## src/rtl/gpio_rb_pkg.sv

```systemverilog
package gpio_rb_pkg;
  localparam int OFS_LEVEL = 'h00;
  localparam int OFS_DIR   = 'h04;
  localparam int OFS_SET   = 'h08;
  localparam int OFS_CLR   = 'h0C;
  localparam int OFS_RISE  = 'h10;
  localparam int OFS_FALL  = 'h14;
  localparam int OFS_EVT   = 'h18;
  localparam int OFS_AUX   = 'h20;

  typedef enum logic [2:0] {
    SEL_NONE,
    SEL_LEVEL,
    SEL_DIR,
    SEL_SET,
    SEL_CLR,
    SEL_SINK,
    SEL_AUX
  } reg_sel_e;
endpackage

```

## src/rtl/gpio_rb_decode.sv

```systemverilog
module gpio_rb_decode #(
  parameter int ADDR_W = 8
) (
  input  logic [ADDR_W-1:0]    addr,
  output gpio_rb_pkg::reg_sel_e sel
);
  import gpio_rb_pkg::*;

  always_comb begin
    sel = SEL_NONE;
    if (addr[1:0] == 2'b00) begin
      if (addr == ADDR_W'(OFS_LEVEL))      sel = SEL_LEVEL;
      else if (addr == ADDR_W'(OFS_DIR))   sel = SEL_DIR;
      else if (addr == ADDR_W'(OFS_SET))   sel = SEL_SET;
      else if (addr == ADDR_W'(OFS_CLR))   sel = SEL_CLR;
      else if (addr == ADDR_W'(OFS_RISE) ||
               addr == ADDR_W'(OFS_FALL) ||
               addr == ADDR_W'(OFS_EVT))   sel = SEL_SINK;
      else if (addr == ADDR_W'(OFS_AUX))   sel = SEL_AUX;
      else                                 sel = SEL_NONE;
    end
  end
endmodule

```

## src/rtl/gpio_rb_wreg.sv

```systemverilog
module gpio_rb_wreg #(
  parameter int W = 32
) (
  input  logic         clk,
  input  logic         rst_n,
  input  logic         we,
  input  logic [W-1:0] wdata,
  output logic [W-1:0] q
);
  always_ff @(posedge clk or negedge rst_n) begin
    if (!rst_n)  q <= '0;
    else if (we) q <= wdata;
  end

  // unaddressed register keeps its value
  p_hold_idle_r7: assert property (@(posedge clk) disable iff (!rst_n)
    !we |=> $stable(q));
endmodule

```

## src/rtl/gpio_rb_level.sv

```systemverilog
module gpio_rb_level #(
  parameter int W = 32
) (
  input  logic         clk,
  input  logic         rst_n,
  input  logic         set_we,
  input  logic         clr_we,
  input  logic [W-1:0] wdata,
  input  logic [W-1:0] dir,
  output logic [W-1:0] level,
  output logic         reject
);
  logic overlap;
  assign overlap = |(dir & wdata);

  always_ff @(posedge clk or negedge rst_n) begin
    if (!rst_n) begin
      level  <= '0;
      reject <= 1'b0;
    end else begin
      reject <= (set_we || clr_we) && !overlap;
      if (set_we && overlap)      level <= level | wdata;
      else if (clr_we && overlap) level <= level & ~wdata;
    end
  end

  p_set_whole_mask_r4: assert property (@(posedge clk) disable iff (!rst_n)
    (set_we && (|(dir & wdata))) |=> level == ($past(level) | $past(wdata)));

  p_clr_whole_mask_r5: assert property (@(posedge clk) disable iff (!rst_n)
    (clr_we && (|(dir & wdata))) |=> level == ($past(level) & ~$past(wdata)));

  p_gated_hold_r6: assert property (@(posedge clk) disable iff (!rst_n)
    ((set_we || clr_we) && !(|(dir & wdata))) |=> ($stable(level) && reject));

  p_reject_cause_r6: assert property (@(posedge clk) disable iff (!rst_n)
    !(set_we || clr_we) |=> !reject);

  p_idle_hold_r7: assert property (@(posedge clk) disable iff (!rst_n)
    (!set_we && !clr_we) |=> $stable(level));
endmodule

```

## src/rtl/gpio_rb_rdport.sv

```systemverilog
module gpio_rb_rdport #(
  parameter int W = 32
) (
  input  logic                  clk,
  input  logic                  rst_n,
  input  logic                  rd_en,
  input  gpio_rb_pkg::reg_sel_e sel,
  input  logic [W-1:0]          level,
  input  logic [W-1:0]          dir,
  input  logic [W-1:0]          aux,
  output logic [W-1:0]          rdata,
  output logic                  rd_valid
);
  import gpio_rb_pkg::*;

  logic [W-1:0] sel_data;

  always_comb begin
    unique case (sel)
      SEL_LEVEL: sel_data = level;
      SEL_DIR:   sel_data = dir;
      SEL_AUX:   sel_data = aux;
      default:   sel_data = '0;
    endcase
  end

  always_ff @(posedge clk or negedge rst_n) begin
    if (!rst_n) begin
      rdata    <= '0;
      rd_valid <= 1'b0;
    end else begin
      rd_valid <= rd_en;
      if (rd_en) rdata <= sel_data;
    end
  end

  p_valid_follows_r2: assert property (@(posedge clk) disable iff (!rst_n)
    rd_en |=> rd_valid);

  p_valid_single_r2: assert property (@(posedge clk) disable iff (!rst_n)
    !rd_en |=> !rd_valid);

  p_unmapped_zero_r8: assert property (@(posedge clk) disable iff (!rst_n)
    (rd_en && sel != SEL_LEVEL && sel != SEL_DIR && sel != SEL_AUX) |=> rdata == '0);
endmodule

```

## src/rtl/gpio_regblock.sv

```systemverilog
module gpio_regblock #(
  parameter int DATA_W  = 32,
  parameter int ADDR_W  = 8,
  parameter int NUM_IRQ = 9
) (
  input  logic              clk,
  input  logic              rst_n,
  input  logic              wr_en,
  input  logic              rd_en,
  input  logic [ADDR_W-1:0] addr,
  input  logic [DATA_W-1:0] wdata,
  output logic [DATA_W-1:0] rdata,
  output logic              rd_valid,
  output logic              wr_reject,
  output logic [NUM_IRQ-1:0] irq
);
  import gpio_rb_pkg::*;

  reg_sel_e          sel;
  logic [DATA_W-1:0] level_q, dir_q, aux_q;
  logic              dir_we, aux_we, set_we, clr_we;

  gpio_rb_decode #(.ADDR_W(ADDR_W)) u_dec (.addr(addr), .sel(sel));

  assign dir_we = wr_en && (sel == SEL_DIR);
  assign aux_we = wr_en && (sel == SEL_AUX);
  assign set_we = wr_en && (sel == SEL_SET);
  assign clr_we = wr_en && (sel == SEL_CLR);

  gpio_rb_wreg #(.W(DATA_W)) u_dir (
    .clk(clk), .rst_n(rst_n), .we(dir_we), .wdata(wdata), .q(dir_q));

  gpio_rb_wreg #(.W(DATA_W)) u_aux (
    .clk(clk), .rst_n(rst_n), .we(aux_we), .wdata(wdata), .q(aux_q));

  gpio_rb_level #(.W(DATA_W)) u_lvl (
    .clk(clk), .rst_n(rst_n), .set_we(set_we), .clr_we(clr_we),
    .wdata(wdata), .dir(dir_q), .level(level_q), .reject(wr_reject));

  gpio_rb_rdport #(.W(DATA_W)) u_rd (
    .clk(clk), .rst_n(rst_n), .rd_en(rd_en), .sel(sel),
    .level(level_q), .dir(dir_q), .aux(aux_q),
    .rdata(rdata), .rd_valid(rd_valid));

  // Interrupt generation is not part of this block; lines are parked low.
  assign irq = '0;

  // a direction write lands in the next cycle
  p_dir_written_r3: assert property (@(posedge clk) disable iff (!rst_n)
    (wr_en && addr == ADDR_W'(OFS_DIR)) |=> dir_q == $past(wdata));

  // scratch write lands in the next cycle
  p_aux_written_r9: assert property (@(posedge clk) disable iff (!rst_n)
    (wr_en && addr == ADDR_W'(OFS_AUX)) |=> aux_q == $past(wdata));

  // misaligned writes touch nothing
  p_misaligned_r11: assert property (@(posedge clk) disable iff (!rst_n)
    (wr_en && addr[1:0] != 2'b00) |=> ($stable(level_q) && $stable(dir_q) && $stable(aux_q)));
endmodule

```

## config.mk

```make
export PLATFORM = sky130hd
export DESIGN_NAME = gpio_regblock
export DESIGN_NICKNAME = d
export VERILOG_FILES = /design/src/rtl/gpio_rb_pkg.sv /design/src/rtl/gpio_rb_decode.sv /design/src/rtl/gpio_rb_wreg.sv /design/src/rtl/gpio_rb_level.sv /design/src/rtl/gpio_rb_rdport.sv /design/src/rtl/gpio_regblock.sv
export SDC_FILE = /design/constraint.sdc
export NUM_CORES = 1
export LEC_CHECK = 0
export BUFFER_PORTS_ARGS = -buffer_cell sky130_fd_sc_hd__buf_2
export CORE_UTILIZATION = 45
export DETAILED_ROUTE_END_ITERATION = 7
export PLACE_DENSITY = 0.62
export REMOVE_ABC_BUFFERS = 1
export SYNTH_ARGS = -nofsm -noshare
export SYNTH_HDL_FRONTEND = slang
export SYNTH_SLANG_ARGS = --single-unit
```

## constraint.sdc

```tcl
create_clock -name clk -period 3.1 [get_ports clk]
set_clock_uncertainty 0.15 [all_clocks]
set_input_delay 0.93 -clock clk [delete_from_list [all_inputs] [get_ports clk]]
set_output_delay 0.93 -clock clk [all_outputs]
set_load 0.1 [all_outputs]
```

Yosys cells after proc, flatten, opt, wreduce, memory -nomap -nowiden
Index checks and enable logic that the tools add are counted.
W data, S select, Z words.

word-level totals
  bits in registers = 130
  input bits = 44
  output and inout port bits = 43

operators by class
  eq/ne operators = 12
  muxes and demuxes = 10
  bitwise gates (word level) = 4
  reductions and logical operators = 15

operators with widths
  kind                  count
  $pmux W32 S3          1
  $and A32 B32 Y32      2
  $mux W32              2
  $not A32 Y32          1
  $or A32 B32 Y32       1
  $reduce_or A32 Y1     1
  $eq A8 B5 Y1 const B  3
  $mux W3               7
  $eq A8 B4 Y1 const B  2
  $eq A8 B3 Y1 const B  1
  $eq A8 B6 Y1 const B  1
  $logic_not A8 Y1      1
  $logic_and A1 B1 Y1   7
  $eq A3 B2 Y1 const B  2
  $eq A3 B3 Y1 const B  2
  $eq A3 B1 Y1 const B  1
  $logic_or A1 B1 Y1    3
  $logic_not A2 Y1      1
  $reduce_bool A2 Y1    1
  $logic_not A1 Y1      1

Longest topological paths before layout
  depth after elaboration = 14
  depth in mapped cells = 7
  gate-level depth less buffers = 5

By module
Synthesis repeated with hierarchy kept, for this count alone.

second synthesis, totals
  cells, all modules = 508
  area total of the unflattened synthesis = 6980.4 µm²

modules (own cells, without submodules)
  module          instances  cells each  area an instance (µm²)
  gpio_rb_wreg    2          68          1345.0
  gpio_rb_level   1          198         2115.8
  gpio_rb_rdport  1          146         1966.9
  gpio_regblock   1          14          116.4
  gpio_rb_decode  1          14          91.3

Worst setup path before layout
Ideal clock, no wire load.

  kind = input -> register
  from = in addr[7]
  to = reg u_aux.q[0]
  library setup time = 0.125 ns
  data arrival time = 2.431 ns
  required time = 2.825 ns
  slack = 0.394 ns
  stages on the path = 6
  path buffers = 2
  cells stage by stage = or4_4 nor3_2 and4b_1 buf_6 buf_12 mux2_4

on the way
  cells in the longest elaborated chain, start to end = 11

RTL lines
  what                             line                                        source
  start, declared                  gpio_regblock.sv:10                         input logic [ADDR_W-1:0] addr,
  $eq A8 B5 Y1 (on tied branches)  gpio_rb_decode.sv:16, gpio_rb_decode.sv:17
  $logic_or A1 B1 Y1               gpio_rb_decode.sv:16                        else if (addr == ADDR_W'(OFS_RISE) ||
  $logic_or A1 B1 Y1               gpio_rb_decode.sv:17                        addr == ADDR_W'(OFS_FALL) ||
  $mux W3                          gpio_rb_decode.sv:16
  $mux W3                          gpio_rb_decode.sv:15                        else if (addr == ADDR_W'(OFS_CLR)) sel = SEL_CLR;
  $mux W3                          gpio_rb_decode.sv:14                        else if (addr == ADDR_W'(OFS_SET)) sel = SEL_SET;
  $mux W3                          gpio_rb_decode.sv:13                        else if (addr == ADDR_W'(OFS_DIR)) sel = SEL_DIR;
  $mux W3 *                        gpio_rb_decode.sv:12                        if (addr == ADDR_W'(OFS_LEVEL)) sel = SEL_LEVEL;
  $mux W3 *                        gpio_rb_decode.sv:11                        if (addr[1:0] == 2'b00) begin
  $eq A3 B3 Y1 *                   gpio_regblock.sv:26                         assign aux_we = wr_en && (sel == SEL_AUX);
  $logic_and A1 B1 Y1 *            gpio_regblock.sv:26
  end signal, assigned             gpio_rb_wreg.sv:12                          else if (we) q <= wdata;
  end, declared                    gpio_rb_wreg.sv:8                           output logic [W-1:0] q

Mark *: on every way between the ends. The rest lies on a longest branch, timed or not.
A chain may end at the register's enable or synchronous reset.

Worst setup path after layout
  from = in addr[7]
  to = reg u_dir.q[19]

on the way
  cells in the longest elaborated chain, start to end = 11

RTL lines
  what                             line                                        source
  $eq A8 B5 Y1 (on tied branches)  gpio_rb_decode.sv:16, gpio_rb_decode.sv:17
  $logic_or A1 B1 Y1               gpio_rb_decode.sv:16
  $logic_or A1 B1 Y1               gpio_rb_decode.sv:17
  $mux W3                          gpio_rb_decode.sv:16
  $mux W3                          gpio_rb_decode.sv:15
  $mux W3                          gpio_rb_decode.sv:14
  $mux W3                          gpio_rb_decode.sv:13
  $mux W3 *                        gpio_rb_decode.sv:12
  $mux W3 *                        gpio_rb_decode.sv:11
  $eq A3 B2 Y1 *                   gpio_regblock.sv:25                         assign dir_we = wr_en && (sel == SEL_DIR);
  $logic_and A1 B1 Y1 *            gpio_regblock.sv:25
  end signal, assigned             gpio_rb_wreg.sv:12
  end, declared                    gpio_rb_wreg.sv:8

Marked as above.

==> results.ini <==
[final_layout]
drive_above_1_share_pct = 31.8
syn2layout_area_growth_pct = 18.6
fill_cells = 1111
stdcell_count = 790
mostFrequentLayoutCells = dfrtp_1, buf_2, mux2i_1
fin_nets = 645
mostFrequentLayoutCell = dfrtp_1
n_antenna_cell = 0

[detailed_routing]
routedWlPerCell_um = 18.3
drt_first_pass_iters = 4
drtIter0Drc = 199
drt_wl_total_mm = 14.5
drtAntennaViolNets = 0
drc_errors = 0
vias = 4164
vias_per_cell = 5.27

[critical_path]
critPathTopFamily = simple AND/OR/NAND/NOR gates
worstPathRequired_ns = 3.25
crit_path_max_incr_delay_ns = 0.55
crit_buf_inv = 2
crit_chain = buf_2, or4_4, nor3_2, and4b_2, buf_12, mux2_4
crit_fanout = 18
cp_slowest_cell = or4_4
endpoint_kind = flip-flop
cp.arrival_ns = 2.66
cp-start-kind = input pin
worstSetupPathType = input pin to flip-flop

[power]
switching_share_pct = 24.6
p_leak_nw = 3.67
power_switching_mw = 1.09
vdd_ir_drop_max_mv = 0.402
power_frac_comb_pct = 9.9
internal_power_mw = 3.34
power.density_nw_per_um2 = 589
clkPwrFrac_pct = 49.7
seqPwrFrac_pct = 40.4

[floorplanning]
start_util_pct = 46.9
floorplan.die.width_um = 121
coreArea_sq_um = 13500
num_io_pins = 87
dieArea_sq_um = 14600
fp.dieH_um = 121
rows = 42

[timing]
fin_crit_ns = 2.51
whs_ns = 0.343
slew-limit-headroom_pct = 52.6
period_share_pct = 81.1
final-setup-viol-count = 0
rsz0062_at_grt = no
worst_slew_pin_slew_ns = 0.712
finalHoldViolations = 0
clock.fmax_ghz = 0.398
maxSlewViolCount = 0

[cts]
clock_sinks = 130
cts_buffers = 17
clock_latency_ns = 0.42
holdBufCountCts = 0
cts-resized-gates = 0
clock_path_buffers = 2
cts_tree = built
path_clk_slew_ns = 0.05
cts_setup_buffers = 0
root_buffer = clkbuf_16
h-tree-depth = 4

[yosys]
synth_area_sq_um = 6330
yosysSeqAreaShare_pct = 51.4
synth-seq-cells = 130
avgSynthCellArea_sq_um = 12.0
netlist-cell-type-count = 27
yosysWarnings = 0
synthCells = 526

[grt]
use_met2_pct = 35.7
grt_max_degree = 131
antenna_found_initial = 1
grt_pass1_wl_mm = 23.5
met1_usage_pct = 27.3
grt_pass1_vias = 4281
grt_use_total_pct = 21.3
grt-busiest-layer = met2
overflow = 0
use_met3_pct = 5.28

[worst_hold_path]
hold_class = flip-flop to flip-flop

[placed_design]
hpwlAfterDp_mm = 8.55
gp_congestion = 0.736
dp_cells = 758
io_buffers = 77

[run_status]
status = finished, final reports clean

[job]
cap_violations = 0

[worst min-delay path, stage by stage, from the launching register on]
cell and delay [ns]:
dfrtp_1 0.34, a21oi_1 0.06, o21ai_0 0.06
[path summary, 6_finish.rpt]
check / start / endpoint / slack, ns / cells past startpoint
worst max register to register: u_dir.q[3] / flip-flop / 1.13 / 6
worst min register to register: u_aux.q[8] / u_rd.rdata[8] / 0.34 / 2
min in group asynchronous: rst_n / u_rd.rd_valid / 0.43 / 2
worst max-delay path: addr[7] / u_dir.q[19] / 0.59 / 6
worst min-delay path: u_aux.q[8] / u_rd.rdata[8] / 0.34 / 2
max in group asynchronous: rst_n / async pin / 1.81 / 2
[synth_stat cells]
| cell type | count | area (sq um) |
|---|---|---|
| dfrtp_1 | 130 | 3250 |
| mux2i_1 | 64 | 641 |
| a21oi_1 | 63 | 315 |
| mux2_4 | 60 | 901 |
| nand2_1 | 35 | 131 |
| inv_1 | 33 | 124 |
| nor2b_1 | 31 | 194 |
| o21ai_0 | 31 | 155 |
| clkbuf_1 | 18 | 67.6 |
| a22oi_1 | 16 | 120 |
| buf_4 | 12 | 90.1 |
| buf_12 | 6 | 120 |
| buf_2 | 5 | 25.0 |
| mux2_2 | 4 | 45.0 |
| nand4_1 | 3 | 18.8 |
| and4b_1 | 2 | 20.0 |
| buf_6 | 2 | 22.5 |
| nand3b_1 | 2 | 15.0 |
| and3_1 | 1 | 6.26 |
| and4b_2 | 1 | 11.3 |
| conb_1 | 1 | 3.75 |
| nor2_1 | 1 | 3.75 |
| nor3_1 | 1 | 5.00 |
| nor3_2 | 1 | 10.0 |
| nor3_4 | 1 | 16.3 |
| o221ai_1 | 1 | 8.76 |
| or4_4 | 1 | 11.3 |
[routing by layer]
layer  up-vias  wire [um]
met5         -          8
met4         2        149
met3        14        544
met2        75       7260
met1      2124       6530
li1       1949          -
[area by class of cell]
cell class | instances | area [sq um] | share of cell area [%]
sequential | 130 | 3250 | 43.3
clock inverter | 14 | 210 | 2.80
timing repair buffer | 91 | 593 | 7.89
tap | 176 | 220 | 2.93
inverter | 33 | 124 | 1.65
multi-input combinational | 328 | 2670 | 35.6
clock buffer | 18 | 439 | 5.85
[power groups by stage]
stage | sequential (mW) | combinational, mW | clock, mW
after floorplan | 1.82 | 0.213 | 0
after global placement | 1.81 | 0.431 | 0
after detailed placement | 1.82 | 0.440 | 0
after CTS | 1.79 | 0.443 | 2.23
after global routing | 1.79 | 0.473 | 2.31
final | 1.79 | 0.439 | 2.20
[per-stage QoR]
step	total power [mW]	setup TNS (ns)	worst slack [ns]	instance area (sq um)	utilization (%)
finish	4.43	0	0.587	7510	55.6
floorplan	2.04	-44.39	-0.560	6040	-
global route	4.58	0	0.537	7510	55.6
global placement	2.24	0	0.184	6860	50.8
CTS	4.46	0	0.600	7510	55.6
detailed placement	2.26	0	0.166	6860	50.8
[logic make-up after synthesis]
| kind of cell | after synthesis | synth area share [%] |
|---|---|---|
| flip-flops | 130 | 51.4 |
| multiplexers | 128 | 25.0 |
| AO/OA/AOI/OAI | 111 | 9.46 |
| AND/OR/NAND/NOR | 80 | 6.99 |
| buffers and inverters | 76 | 7.09 |
| other | 1 | 0.0592 |
(Power assumes the default switching activity.)
